### config.mk
export PLATFORM = sky130hd
export DESIGN_NAME = clkmon_event_reg
export DESIGN_NICKNAME = d
export VERILOG_FILES = /design/src/rtl/clkmon_pkg.sv /design/src/rtl/clkmon_sync.sv /design/src/rtl/clkmon_edge_fsm.sv /design/src/rtl/clkmon_evt_bank.sv /design/src/rtl/clkmon_rd_port.sv /design/src/rtl/clkmon_event_reg.sv
export SDC_FILE = /design/constraint.sdc
export NUM_CORES = 1
export LEC_CHECK = 0
export ABC_AREA = 1
export BUFFER_PORTS_ARGS = -buffer_cell sky130_fd_sc_hd__buf_2
export CAP_MARGIN = 0
export CELL_PAD_IN_SITES_DETAIL_PLACEMENT = 2
export CELL_PAD_IN_SITES_GLOBAL_PLACEMENT = 2
export CORE_MARGIN = 1
export CORE_UTILIZATION = 34
export CTS_BUF_LIST = sky130_fd_sc_hd__clkbuf_8
export CTS_CLUSTER_SIZE = 24
export DETAILED_ROUTE_END_ITERATION = 6
export PLACE_DENSITY_LB_ADDON = 0.1
export SETUP_SLACK_MARGIN = 0.5
export SLEW_MARGIN = 0
export SYNTH_ARGS = -nofsm -noshare
export SYNTH_HDL_FRONTEND = slang
export SYNTH_HIERARCHICAL = 1
export SYNTH_SLANG_ARGS = --single-unit
### constraint.sdc
create_clock -name clk -period 2.4 [get_ports clk]
set_clock_uncertainty 0.05 [all_clocks]
set_input_delay 0.12 -clock clk [delete_from_list [all_inputs] [get_ports clk]]
set_output_delay 0.12 -clock clk [all_outputs]
set_load 0.02 [all_outputs]
### src/rtl/clkmon_pkg.sv
package clkmon_pkg;
    localparam int unsigned MON_COUNT = 4;
    localparam int unsigned EVT_W     = 2 * MON_COUNT;
    localparam int unsigned ADDR_W    = 3;
    localparam int unsigned DATA_W    = 8;
    localparam int unsigned LVL_LSB   = DATA_W - MON_COUNT;

    // Monitored input order; event bits are 2*i (rise) and 2*i+1 (fall)
    localparam int unsigned MON_PRI    = 0;
    localparam int unsigned MON_SEC    = 1;
    localparam int unsigned MON_HOLD   = 2;
    localparam int unsigned MON_UNLOCK = 3;

    localparam logic [ADDR_W-1:0] OFS_STATUS = 3'd2;
    localparam logic [ADDR_W-1:0] OFS_EVENT  = 3'd6;
    localparam logic [ADDR_W-1:0] OFS_IDENT  = 3'd7;

    typedef enum logic {
        LVL_LOW  = 1'b0,
        LVL_HIGH = 1'b1
    } lvl_state_e;

    typedef enum logic [1:0] {
        RD_NONE,
        RD_STATUS,
        RD_EVENT,
        RD_IDENT
    } rd_sel_e;
endpackage

### src/rtl/clkmon_sync.sv
module clkmon_sync #(
    parameter int unsigned WIDTH  = 4,
    parameter int unsigned STAGES = 2
) (
    input  logic             clk,
    input  logic [WIDTH-1:0] d_i,
    output logic [WIDTH-1:0] q_o
);
    logic [WIDTH-1:0] stage_q [STAGES];

    // No reset: the chain keeps sampling during reset so that the
    // trackers can load a settled level.
    always_ff @(posedge clk) begin
        stage_q[0] <= d_i;
        for (int s = 1; s < STAGES; s++) begin
            stage_q[s] <= stage_q[s-1];
        end
    end

    assign q_o = stage_q[STAGES-1];
endmodule

### src/rtl/clkmon_edge_fsm.sv
module clkmon_edge_fsm
    import clkmon_pkg::*;
(
    input  logic clk,
    input  logic rst_n,
    input  logic lvl_i,
    output logic rise_o,
    output logic fall_o
);
    lvl_state_e state_q, state_nx;

    // State register; reset adopts the current level, so no false edge
    always_ff @(posedge clk) begin
        if (!rst_n) begin
            state_q <= lvl_i ? LVL_HIGH : LVL_LOW;
        end else begin
            state_q <= state_nx;
        end
    end

    always_comb begin
        state_nx = state_q;
        unique case (state_q)
            LVL_LOW:  if (lvl_i)  state_nx = LVL_HIGH;
            LVL_HIGH: if (!lvl_i) state_nx = LVL_LOW;
            default:  state_nx = LVL_LOW;
        endcase
    end

    // Outputs: one-cycle pulse on each transition
    always_comb begin
        rise_o = 1'b0;
        fall_o = 1'b0;
        unique case (state_q)
            LVL_LOW:  rise_o = lvl_i;
            LVL_HIGH: fall_o = !lvl_i;
            default:  ;
        endcase
    end
endmodule

### src/rtl/clkmon_evt_bank.sv
module clkmon_evt_bank #(
    parameter int unsigned EVT_W = 8
) (
    input  logic             clk,
    input  logic             rst_n,
    input  logic [EVT_W-1:0] set_i,
    input  logic             clr_i,
    output logic [EVT_W-1:0] evt_o
);
    // One sticky flop per event; a set beats a simultaneous clear
    for (genvar gb = 0; gb < EVT_W; gb++) begin : g_bit
        logic bit_q;
        always_ff @(posedge clk) begin
            if (!rst_n) begin
                bit_q <= 1'b0;
            end else begin
                bit_q <= set_i[gb] | (bit_q & !clr_i);
            end
        end
        assign evt_o[gb] = bit_q;
    end
endmodule

### src/rtl/clkmon_rd_port.sv
module clkmon_rd_port
    import clkmon_pkg::*;
#(
    parameter logic [3:0] IRQ_LINE = 4'd5
) (
    input  logic              clk,
    input  logic              rst_n,
    input  logic              rd_en_i,
    input  logic [ADDR_W-1:0] rd_addr_i,
    input  logic [DATA_W-1:0] status_i,
    input  logic [EVT_W-1:0]  evt_i,
    output logic              clr_evt_o,
    output logic [DATA_W-1:0] rd_data_o
);
    rd_sel_e           sel;
    logic [DATA_W-1:0] mux_d;
    logic [DATA_W-1:0] data_q;

    always_comb begin
        unique case (rd_addr_i)
            OFS_STATUS: sel = RD_STATUS;
            OFS_EVENT:  sel = RD_EVENT;
            OFS_IDENT:  sel = RD_IDENT;
            default:    sel = RD_NONE;
        endcase
    end

    always_comb begin
        unique case (sel)
            RD_STATUS: mux_d = status_i;
            RD_EVENT:  mux_d = evt_i;
            RD_IDENT:  mux_d = {4'h0, IRQ_LINE};
            default:   mux_d = '0;
        endcase
    end

    always_ff @(posedge clk) begin
        if (!rst_n) begin
            data_q <= '0;
        end else if (rd_en_i) begin
            data_q <= mux_d;
        end
    end

    assign clr_evt_o = rd_en_i && (sel == RD_EVENT);
    assign rd_data_o = data_q;
endmodule

### src/rtl/clkmon_event_reg.sv
module clkmon_event_reg
    import clkmon_pkg::*;
#(
    parameter logic [3:0]  IRQ_LINE    = 4'd5,
    parameter int unsigned SYNC_STAGES = 2
) (
    input  logic              clk,
    input  logic              rst_n,
    input  logic              pri_los_i,
    input  logic              sec_los_i,
    input  logic              holdover_i,
    input  logic              unlock_i,
    input  logic              rd_en_i,
    input  logic [ADDR_W-1:0] rd_addr_i,
    output logic [DATA_W-1:0] rd_data_o,
    output logic              irq_o
);
    logic [MON_COUNT-1:0] raw_w;
    logic [MON_COUNT-1:0] lvl_w;
    logic [MON_COUNT-1:0] rise_w;
    logic [MON_COUNT-1:0] fall_w;
    logic [EVT_W-1:0]     set_w;
    logic [EVT_W-1:0]     evt_q;
    logic [DATA_W-1:0]    status_w;
    logic                 clr_w;

    assign raw_w[MON_PRI]    = pri_los_i;
    assign raw_w[MON_SEC]    = sec_los_i;
    assign raw_w[MON_HOLD]   = holdover_i;
    assign raw_w[MON_UNLOCK] = unlock_i;

    clkmon_sync #(.WIDTH(MON_COUNT), .STAGES(SYNC_STAGES)) u_sync (
        .clk (clk),
        .d_i (raw_w),
        .q_o (lvl_w)
    );

    for (genvar gi = 0; gi < MON_COUNT; gi++) begin : g_mon
        clkmon_edge_fsm u_edge (
            .clk    (clk),
            .rst_n  (rst_n),
            .lvl_i  (lvl_w[gi]),
            .rise_o (rise_w[gi]),
            .fall_o (fall_w[gi])
        );
        assign set_w[2*gi]               = rise_w[gi];
        assign set_w[2*gi+1]             = fall_w[gi];
        assign status_w[DATA_W-1-gi]     = lvl_w[gi];
    end
    assign status_w[LVL_LSB-1:0] = '0;

    clkmon_evt_bank #(.EVT_W(EVT_W)) u_bank (
        .clk   (clk),
        .rst_n (rst_n),
        .set_i (set_w),
        .clr_i (clr_w),
        .evt_o (evt_q)
    );

    clkmon_rd_port #(.IRQ_LINE(IRQ_LINE)) u_rd (
        .clk       (clk),
        .rst_n     (rst_n),
        .rd_en_i   (rd_en_i),
        .rd_addr_i (rd_addr_i),
        .status_i  (status_w),
        .evt_i     (evt_q),
        .clr_evt_o (clr_w),
        .rd_data_o (rd_data_o)
    );

    assign irq_o = |evt_q;
endmodule

==> qor.tcl <==
set qor(min-delay-path-class) {in -> reg}
set qor(placeableCoreArea_sq_um) 3130
set qor(hold-worst-slack_ns) 0.131
set qor(power_density_nw_per_um2) 723
set qor(via_per_inst) 4.36
set qor(synth_top_area_share_pct) 48.6
set qor(max_freq_ghz) 0.808
set qor(clk_pin_slew_ns) 0.09
set qor(async_flop_share_pct) 0
set qor(detail_route.first_pass.iterations) 3
set qor(power.ir.vdd_worst_v) 0.000388
set qor(clkSinkCount) 28
set qor(place.gp.congestion) 0.781
set qor(rsz_0062_raised_after_global_routing) {no}
set qor(timing.rr.start) {u_bank/g_bit[0].bit_q}
set qor(critical_path_required_ns) 2.23
set qor(synth_warnings) 6
set qor(cts_hold_buf) 4
set qor(cp_data_arrival_time_ns) 1.07
set qor(total_leakage_power_nw) 0.683
set qor(syn2layout_area_growth_pct) 15.0
set qor(num-nets-final) 188
set qor(synthMostInstantiatedCell) {nand2_1}
set qor(htree_levels) 1
set qor(timing_hold_violations_final) 0
set qor(hold_path_startpoint) {rd_en_i}
set qor(place.detailed.instances) 213
set qor(syn_area_sq_um) 1150
set qor(core.rowCount) 20
set qor(grt_util_all_layers_pct) 17.5
set qor(timing.max_cap.violations) 0
set qor(port-buffer-count) 18
set qor(cts_tree) {done}
set qor(worstSetupPathType) {reg -> out}
set qor(summed_negative_setup_slack_over_all_endpoints_ns) 0
set qor(post-route-util_pct) 42.4
set qor(postRouteAntennaNets) 0
set qor(period_share_pct) 51.6
set qor(yosys-top-cells-count) {nand2_1 (37), inv_1 (35), dfxtp_1 (28), nor2_1 (20), a21oi_1 (13)}
set qor(totalPowerFinal_uw) 958
set qor(ys_seq_elements) 28
set qor(min_period_ns) 1.24
set qor(first_global_vias) 995
set qor(post_synth_num_cell_types) 13
set qor(run_status) {finished, final reports clean}
set qor(wire_per_inst_microns) 12.1
set qor(critPathLaunchType) {flip-flop}
set qor(die_area_sq_um) 3630
set qor(route.final.wire_length_mm) 2.67
set qor(startpoint) {u_bank/g_bit[3].bit_q}
set qor(routed-via-count) 964
set qor(synth_top_cell_by_area) {dfxtp_1}
set qor(clk-insertion-delay-late_ns) 0.27
set qor(post-dp-hpwl_mm) 2.11
set qor(final_layout_size_suffix_gt1_share_pct) 14.7
set qor(cts_resized) 0
set qor(setup.worst_path.end_class) {primary output}
set qor(cts_inserted_buffers) 3
set qor(cts-root-to-sink-buffers) 2
set qor(antenna_diode_instance_count) 0
set qor(drt_iter0_drc) 30
set qor(synth-edff-count) 0
set qor(report.final.slew_viol_count) 0
set qor(layout.cells.non_filler) 221
set qor(synth.top_cells.by_area) {dfxtp_1 (49%), nand2_1 (12%), inv_1 (11%)}
set qor(critical_path.max_fanout) 3
set qor(number_of_setup_violations_in_the_final_report) 0
set qor(grt_start_max_net_pins) 17
set qor(post_synth_inst_count) 161
set qor(postSynth.topFlopCell) {dfxtp_1}
set qor(floorplan.io_pins) 19
set qor(grt_pass1_wl_mm) 4.51
set qor(ctsRootBufferMaster) {clkbuf_8}
set qor(synth_area_per_cell_sq_um) 7.16
set qor(cts_setup_buffers) 0
set qor(synth.yosys.seq_area_share_pct) 48.6
set qor(detail_route.drc_violations) 0
set qor(antenna_found_initial) 0
set qor(die_height_microns) 60.2
set qor(initial_utilization_pct) 36.8
set qor(grt-ovfl-total) 0
set qor(die_w_microns) 60.2
-- routing by layer --
metal | wire (microns) | global-route usage, % | vias to the layer above
met1 | 1230 | 21.7 | 451
met4 | 27 | 6.98 | 0
met3 | 66 | 3.25 | 4
met5 | 0 | 0 | -
met2 | 1340 | 29.5 | 14
li1 | - | - | 495
-- flip-flops by register name, indices dropped and copies added (netlist names) --
name	flops
g_mon.u_edge/state_q	4
u_bank/g_bit.bit_q	8
u_rd/rd_data_o	8
u_sync/stage_q	8
-- cell type report --
| cell class | count | area [sq um] |
|---|---|---|
| Clock inverter | 1 | 30.0 |
| Clock buffer | 3 | 41.3 |
| Sequential cell | 28 | 561 |
| Inverter | 36 | 135 |
| Multi-Input combinational cell | 87 | 373 |
| Tap cell | 44 | 55.1 |
| Fill cell | 379 | 1800 |
| Timing Repair Buffer | 22 | 130 |
-- kinds of logic (layout without fill, tap and decap cells) --
family,count (synthesis),in the layout,synth area share (%)
other,1,4,0.325
and+or+nand+nor,68,68,24.5
buffers and inverters,49,62,20.0
AOI/OAI and AO/OA,15,15,6.51
DFF,28,28,48.6
-- metrics by stage --
| stage | setup WS (ns) | area, sq um |
|---|---|---|
| floorplan | 1.52 | 1160 |
| global placement | 1.38 | 1210 |
| detailed placement | 1.28 | 1210 |
| CTS | 1.13 | 1330 |
| global route | 1.08 | 1330 |
| finish | 1.16 | 1330 |
-- power by group --
part	switching, mW	total (mW)	internal [mW]	leakage (nW)
Sequential	0.0161	0.504	0.488	0.232
Clock	0.142	0.366	0.223	0.0357
Combinational	0.0560	0.0887	0.0327	0.415
Total	0.214	0.958	0.744	0.683
-- placed cells by master (no fill, tap or decap) --
cell type and instances:
nor2_1 20, nor2_2 1, clkbuf_8 3, conb_1 4, bufinv_16 1, dfxtp_1 28
nand2_1 37, nand4_1 8, nand2_2 2, o21ai_0 2, buf_2 18, inv_2 1
dlygate4sd3_1 4, inv_1 35, a21oi_1 13
-- critical path: stages, from the launching register on --
cell and delay [ns]:
dfxtp_1 0.34, inv_1 0.07, nand2_1 0.06, nor2_1 0.11
nand2_1 0.06, buf_2 0.16
-- worst paths after layout --
path,endpoint,slack (ns),cells past startpoint
max,irq_o,1.16,5
min,u_rd/rd_data_o[0],0.13,3
max reg2reg,u_rd/rd_data_o[0],1.51,4
min reg2reg,u_sync/stage_q[0][7],0.28,0
No activity file was read; power rests on OpenSTA's default activity.
